**src/rtl/io_wait_stretch_pkg.sv**
```systemverilog
package io_wait_stretch_pkg;

   typedef enum logic [1:0] {
      KIND_NONE  = 2'd0,
      KIND_READ  = 2'd1,
      KIND_WRITE = 2'd2,
      KIND_ACK   = 2'd3
   } cyc_kind_e;

   typedef struct packed {
      logic iorq_n;
      logic rd_n;
      logic wr_n;
      logic m1_n;
   } strobes_t;

   localparam int unsigned STROBE_W = $bits(strobes_t);

endpackage

```
**src/rtl/iows_sync.sv**
```systemverilog
module iows_sync #(
   parameter int unsigned STAGES  = 2,
   parameter int unsigned WIDTH   = 4,
   parameter logic        RST_VAL = 1'b1
) (
   input  logic             clk_i,
   input  logic             rst_ni,
   input  logic [WIDTH-1:0] async_i,
   output logic [WIDTH-1:0] sync_o
);

   localparam int unsigned LAST = STAGES - 1;

   for (genvar b = 0; b < WIDTH; b++) begin : g_bit
      logic [STAGES-1:0] chain_q;

      if (STAGES == 1) begin : g_one
         always_ff @(posedge clk_i or negedge rst_ni) begin
            if (!rst_ni) chain_q <= RST_VAL;
            else         chain_q <= async_i[b];
         end
      end else begin : g_many
         always_ff @(posedge clk_i or negedge rst_ni) begin
            if (!rst_ni) chain_q <= {STAGES{RST_VAL}};
            else         chain_q <= {chain_q[STAGES-2:0], async_i[b]};
         end
      end

      assign sync_o[b] = chain_q[LAST];
   end

endmodule

```
**src/rtl/iows_decode.sv**
```systemverilog
module iows_decode
   import io_wait_stretch_pkg::*;
(
   input  logic      clk_i,
   input  logic      rst_ni,
   input  strobes_t  strb_i,
   output cyc_kind_e kind_o,
   output logic      start_o,
   output logic      iorq_idle_o
);

   cyc_kind_e kind_w;
   logic      req_w;
   logic      req_q;

   always_comb begin
      kind_w = KIND_NONE;
      if (!strb_i.iorq_n) begin
         if (!strb_i.rd_n)      kind_w = KIND_READ;
         else if (!strb_i.wr_n) kind_w = KIND_WRITE;
         else if (!strb_i.m1_n) kind_w = KIND_ACK;
      end
   end

   assign req_w = (kind_w != KIND_NONE);

   always_ff @(posedge clk_i or negedge rst_ni) begin
      if (!rst_ni) req_q <= 1'b0;
      else         req_q <= req_w;
   end

   assign start_o     = req_w & ~req_q;
   assign kind_o      = kind_w;
   assign iorq_idle_o = strb_i.iorq_n;

endmodule

```
**src/rtl/iows_latch.sv**
```systemverilog
module iows_latch
   import io_wait_stretch_pkg::*;
(
   input  logic      clk_i,
   input  logic      rst_ni,
   input  logic      start_i,
   input  cyc_kind_e kind_i,
   input  logic      iorq_idle_i,
   input  logic      clr_i,
   output logic      set_o,
   output logic      armed_o,
   output logic      busy_o,
   output cyc_kind_e kind_o
);

   logic      armed_q;
   logic      busy_q;
   cyc_kind_e kind_q;
   logic      set_w;

   assign set_w = start_i & armed_q;

   always_ff @(posedge clk_i or negedge rst_ni) begin
      if (!rst_ni) begin
         busy_q  <= 1'b0;
         armed_q <= 1'b1;
         kind_q  <= KIND_NONE;
      end else begin
         busy_q <= set_w | (busy_q & ~clr_i);
         if (set_w)            armed_q <= 1'b0;
         else if (iorq_idle_i) armed_q <= 1'b1;
         if (set_w)      kind_q <= kind_i;
         else if (clr_i) kind_q <= KIND_NONE;
      end
   end

   assign set_o   = set_w;
   assign armed_o = armed_q;
   assign busy_o  = busy_q;
   assign kind_o  = kind_q;

endmodule

```
**src/rtl/io_wait_stretch.sv**
```systemverilog
module io_wait_stretch
   import io_wait_stretch_pkg::*;
#(
   parameter int unsigned SYNC_STAGES = 2
) (
   input  logic clk_i,
   input  logic rst_ni,
   input  logic iorq_n_i,
   input  logic rd_n_i,
   input  logic wr_n_i,
   input  logic m1_n_i,
   input  logic clr_i,
   output logic wait_n_o,
   output logic busy_o,
   output logic type_rd_o,
   output logic type_wr_o,
   output logic type_ack_o
);

   if (SYNC_STAGES < 1 || SYNC_STAGES > 4) begin : g_bad_stages
      $error("io_wait_stretch: SYNC_STAGES must be 1 to 4");
   end

   strobes_t  raw_w;
   strobes_t  sync_w;
   cyc_kind_e dec_kind_w;
   cyc_kind_e held_kind_w;
   logic      start_w;
   logic      iorq_idle_w;
   logic      set_w;
   logic      armed_w;
   logic      busy_w;

   assign raw_w = '{iorq_n: iorq_n_i, rd_n: rd_n_i, wr_n: wr_n_i, m1_n: m1_n_i};

   iows_sync #(
      .STAGES (SYNC_STAGES),
      .WIDTH  (STROBE_W),
      .RST_VAL(1'b1)
   ) sync_i (
      .clk_i  (clk_i),
      .rst_ni (rst_ni),
      .async_i(raw_w),
      .sync_o (sync_w)
   );

   iows_decode decode_i (
      .clk_i      (clk_i),
      .rst_ni     (rst_ni),
      .strb_i     (sync_w),
      .kind_o     (dec_kind_w),
      .start_o    (start_w),
      .iorq_idle_o(iorq_idle_w)
   );

   iows_latch latch_i (
      .clk_i      (clk_i),
      .rst_ni     (rst_ni),
      .start_i    (start_w),
      .kind_i     (dec_kind_w),
      .iorq_idle_i(iorq_idle_w),
      .clr_i      (clr_i),
      .set_o      (set_w),
      .armed_o    (armed_w),
      .busy_o     (busy_w),
      .kind_o     (held_kind_w)
   );

   assign wait_n_o   = ~busy_w;
   assign busy_o     = busy_w;
   assign type_rd_o  = (held_kind_w == KIND_READ);
   assign type_wr_o  = (held_kind_w == KIND_WRITE);
   assign type_ack_o = (held_kind_w == KIND_ACK);

endmodule

```
**config.mk**
```make
export PLATFORM = sky130hd
export DESIGN_NAME = io_wait_stretch
export DESIGN_NICKNAME = d
export VERILOG_FILES = /design/src/rtl/io_wait_stretch_pkg.sv /design/src/rtl/iows_sync.sv /design/src/rtl/iows_decode.sv /design/src/rtl/iows_latch.sv /design/src/rtl/io_wait_stretch.sv
export SDC_FILE = /design/constraint.sdc
export NUM_CORES = 1
export LEC_CHECK = 0
export ABC_AREA = 1
export BUFFER_PORTS_ARGS = -buffer_cell sky130_fd_sc_hd__buf_4
export CELL_PAD_IN_SITES_DETAIL_PLACEMENT = 1
export CELL_PAD_IN_SITES_GLOBAL_PLACEMENT = 1
export CORE_AREA = 10 10 47 49
export CTS_CLUSTER_SIZE = 24
export DETAILED_ROUTE_END_ITERATION = 10
export DIE_AREA = 0 0 57 59
export GPL_TIMING_DRIVEN = 0
export PLACE_DENSITY_LB_ADDON = 0.25
export SYNTH_ARGS = -nofsm -noshare
export SYNTH_HDL_FRONTEND = slang
export SYNTH_SLANG_ARGS = --single-unit
export TNS_END_PERCENT = 100
```
**constraint.sdc**
```tcl
create_clock -name clk_i -period 2 [get_ports clk_i]
set_input_delay 0.5 -clock clk_i [delete_from_list [all_inputs] [get_ports clk_i]]
set_output_delay 0.5 -clock clk_i [all_outputs]
set_load 0.005 [all_outputs]
```
Word-level counts from Yosys, hierarchy flattened
Index checks and enable logic that the tools add are counted.
Cells by class
  bitwise gates (word level): 7
  shifts and indexed selects: 0
  multiplexer cells: 8
  divide/modulo/power cells: 0
  multiply operators: 0
  magnitude comparators: 0
  reductions and logical operators: 3
  eq/ne operators: 3
  add/subtract/negate cells: 0
Operators by type and width (number)
  2-to-1 mux 2 bit: 6
  nonzero test 2 bit: 3
  == test 2 bit (second input constant): 2
  AND 1 bit: 3
  inverter 1 bit: 3
  == test 2 x 1 -> 1 bit (second input constant): 1
  2-to-1 mux 1 bit: 2
  OR 1 bit: 1
Storage, ports and cells
  bits in latches: 0
  memories kept: 0
  logic and storage cells: 29
  register bits after elaboration: 13
  input port bits: 7
  output and inout port bits: 5
  bits in writable memories: 0
  bits in read-only memories: 0

Depth between registers and ports, before layout
  depth after elaboration: 8
  depth in mapped cells: 5
  mapped depth without buffers: 5

Cells and area by module
From an unflattened synthesis, not the netlist that was laid out.
Unflattened totals
  cell total of the unflattened synthesis: 48
  area total of the unflattened synthesis: 504.2 µm²
Modules (own cells, without submodules)
  iows_sync: cells an instance 12, sequential area each 210.2 µm², instances 1, area an instance 240.2 µm²
  iows_latch: cells an instance 17, sequential area each 101.3 µm², instances 1, area an instance 157.7 µm²
  iows_decode: cells an instance 12, sequential area each 25.0 µm², instances 1, area an instance 80.1 µm²
  io_wait_stretch: cells an instance 7, sequential area each 0.0 µm², instances 1, area an instance 26.3 µm²

Worst setup path after synthesis
OpenSTA, ideal clock, no wires.
  path kind: reg-to-output
  start: register latch_i.kind_q[1], in the netlist latch_i.kind_o[1]
  end: output port type_rd_o
  data arrival time: 0.504 ns
  required time: 1.500 ns
  buffers on the path: 0
  cell stages (with the launch flop): 2
  slack: 0.996 ns
  cells stage by stage: dfrtp_1 > nor2_1
Between the ends
  cells in the longest elaborated chain, start to end: 1
Ends and longest elaborated chain
  from (decl): RTL line iows_latch.sv:18  | cyc_kind_e kind_q;
  from (signal assigned): RTL line iows_latch.sv:32  | if (set_w) kind_q <= kind_i;
  == test 2 x 1 -> 1 bit: RTL line io_wait_stretch.sv:71  | assign type_rd_o = (held_kind_w == KIND_READ);
  to (decl): RTL line io_wait_stretch.sv:15  | output logic type_rd_o,
Every way passes these cells.

Final worst setup path
  start: register latch_i.kind_q[0], in the netlist latch_i.kind_o[0]
  end: output port type_rd_o
The elaborated chain is that of the path after synthesis.

==> out/summary.txt <==
placement-stage cell area - 566.8 um^2
fillers - 164
Net Sw Power - 0.0001160 W
worst skew pair latency - 260 ps
WL final - 795 um
Buffers & Inverters on Critical Path - 2
Synth Register Bits - 13
postcts setup bufs - 0
Logic pwr share - 0.110
HPWL after DPL - 669.8 um
CTS H-tree depth - 1
Die W - 57 um
crit-path max FO - 4
Pre-antenna DRT Iters - 1
Slew Limit Fails - 0
Final min period - 1417 ps
root buffer cell - clkbuf_4
global-route wire length before repair - 1497 um
RSZ-0062 raised after global routing - false
final instance area - 593.1 um^2
CP top delay family - flip-flops
row cnt - 14
sequential cell area fraction in the yosys report - 0.7251
area grow syn2layout - 27.76%
initial antenna violation count - 0
clock tree buffer depth - 2
leakage - 0.2965 nW
Avg Cell Area, Syn - 12.22 um^2
DRC violations left - 0
Tot GR Track Use - 0.05769
clock power share - 0.300
die outline height - 59 um
via count - 299
Peak VDD IR - 383.1 uV
GRT overflow - 0
GP Congestion - 0.6548
CTS resizes - 0
CP Class - reg2out
CTS sink count - 13
CTS clk-pin slew, worst paths - 80 ps
Final Hold Viols - 0
top post-synthesis cells by area - dfstp_2 51%, dfrtp_1 22%, inv_1 6.5%
Post-Syn Area - 464.2 um^2
antenna cell count - 0
Mapped Nets - 45
vias in the first global route - 378
Final period util - 0.7084
nets - 61
Max-cap violations - 0
CP peak stage delay - 390 ps
Internal - 0.0003962 W
critical path arrival - 920 ps
top cell type's share of synthesized area - 0.5094
slew margin rel. - 0.8787
status - complete, no violations
total CTS buffers - 3
Switching Share - 0.2265
Slowest cell on crit path - dfrtp_1
Critical Path Sink Type - primary output
Max Freq - 705.8 MHz
cell accounting for the most synthesized area - dfstp_2
drt initial violations - 0
# IOs - 12
Port Buf Inserts - 11
Cell Pwr Density - 863.7 nW/um^2
Initial Util - 0.3312
share of cells above drive strength 1 - 0.4906
CTS tree - built
vias per std cell - 4.333
largest net degree at the start of global routing - 14
number of library cell types mapped by synthesis - 12
Required @ worst endpoint - 1500 ps
synthesized instance count - 38
final clock skew - 3.554 ps
CTS Hold Buffers Added - 0
hold crit path type - in2async
Seq pwr share - 0.590
die area - 3363 um^2
endpoints failing setup - 0
Avg WL per Cell - 11.52 um
Setup TNS - 0 ps
YS warnings - 0
type of origin of the critical path - flop
final antenna-violating net count - 0
Slew @ Worst Pin - 181.7 ps
CORE AREA - 1401 um^2
crit-path cells - inv_1 > nor2_1 > buf_4
-- final timing paths --
path / startpoint / endpoint / slack [ps] / cells after the start
max: latch_i.kind_o[0]$_DFFE_PN0P_ / type_rd_o / 580 / 3
min: rst_ni / decode_i.req_q$_DFF_PN0_ / 60 / 1
max reg2reg: latch_i.armed_o$_DFFE_PN1P_ / latch_i.kind_o[1]$_DFFE_PN0P_ / 950 / 5
min reg2reg: sync_i.g_bit[1].chain_q[0]$_DFF_PN1_ / sync_i.g_bit[1].chain_q[1]$_DFF_PN1_ / 360 / 0
max in group asynchronous: rst_ni / sync_i.g_bit[2].chain_q[1]$_DFF_PN1_ / 1710 / 1
min in group clk_i: m1_n_i / sync_i.g_bit[0].chain_q[0]$_DFF_PN1_ / 340 / 1
-- registers in the layout (all words and copies together) (netlist names) --
name / count
decode_i.req_q: 1
latch_i.armed_o: 1
latch_i.busy_o: 1
latch_i.kind_o: 2
sync_i.g_bit.chain_q: 8
-- cells by family after synthesis --
kind of cell | count (synthesis) | synth area share
AO/OA/AOI/OAI | 3 | 0.07277
buffers and inverters | 8 | 0.06469
AND/OR/NAND/NOR | 14 | 0.1375
flip-flops | 13 | 0.7251
-- stage by stage --
step           utilization  hold WS, ps  power (W)  setup WS (ps)  instances
3_3_place_gp        0.4045        343.3  0.0003620          895.2         65
5_1_grt             0.4232        42.94  0.0005521          454.0         69
6_report            0.4232        59.04  0.0005122          583.3         69
3_5_place_dp        0.4045        348.8  0.0003662          862.1         65
2_1_floorplan            -        204.4  0.0003291          996.3         38
4_1_cts             0.4232        55.94  0.0005228          560.7         69
-- layout by cell type, fill, tap and decap left out, drive strengths merged --
| cell type | n |
|---|---|
| buf | 11 |
| dfstp | 9 |
| inv | 8 |
| nand2 | 7 |
| dfrtp | 4 |
| clkbuf | 4 |
| nand3 | 3 |
| nor2 | 3 |
| a31oi | 1 |
| o21ai | 1 |
| a22oi | 1 |
| nand4 | 1 |
-- area by class of cell --
cell class | instances | area [um^2] | share of cell area
flip-flops and latches | 13 | 336.6 | 0.5675
well taps | 16 | 20.02 | 0.03376
clock buffers | 4 | 26.28 | 0.04430
multi-input cells | 17 | 97.59 | 0.1646
inverters | 8 | 30.03 | 0.05063
repair buffers | 11 | 82.58 | 0.1392
-- cells in the mapped netlist, drive strengths merged --
| cell | n |
|---|---|
| nor2 | 3 |
| a22oi | 1 |
| dfrtp | 4 |
| dfstp | 9 |
| a31oi | 1 |
| nand3 | 3 |
| inv | 8 |
| nand4 | 1 |
| o21ai | 1 |
| nand2 | 7 |
-- power by group through the flow --
stage               sequential (W)  clock, W  combinational, W
floorplan                 0.000305         0         0.0000241
global route              0.000306  0.000182         0.0000645
global placement          0.000306         0         0.0000561
CTS                       0.000303  0.000161         0.0000586
detailed placement        0.000308         0         0.0000585
finish                    0.000302  0.000153         0.0000564
-- per-layer routing --
layer  routed length [um]  track usage
met2                  423      0.09612
met1                  290      0.05025
met4                    0      0.04027
met3                   82      0.03648
met5                    0            0
(Power assumes the default switching activity.)
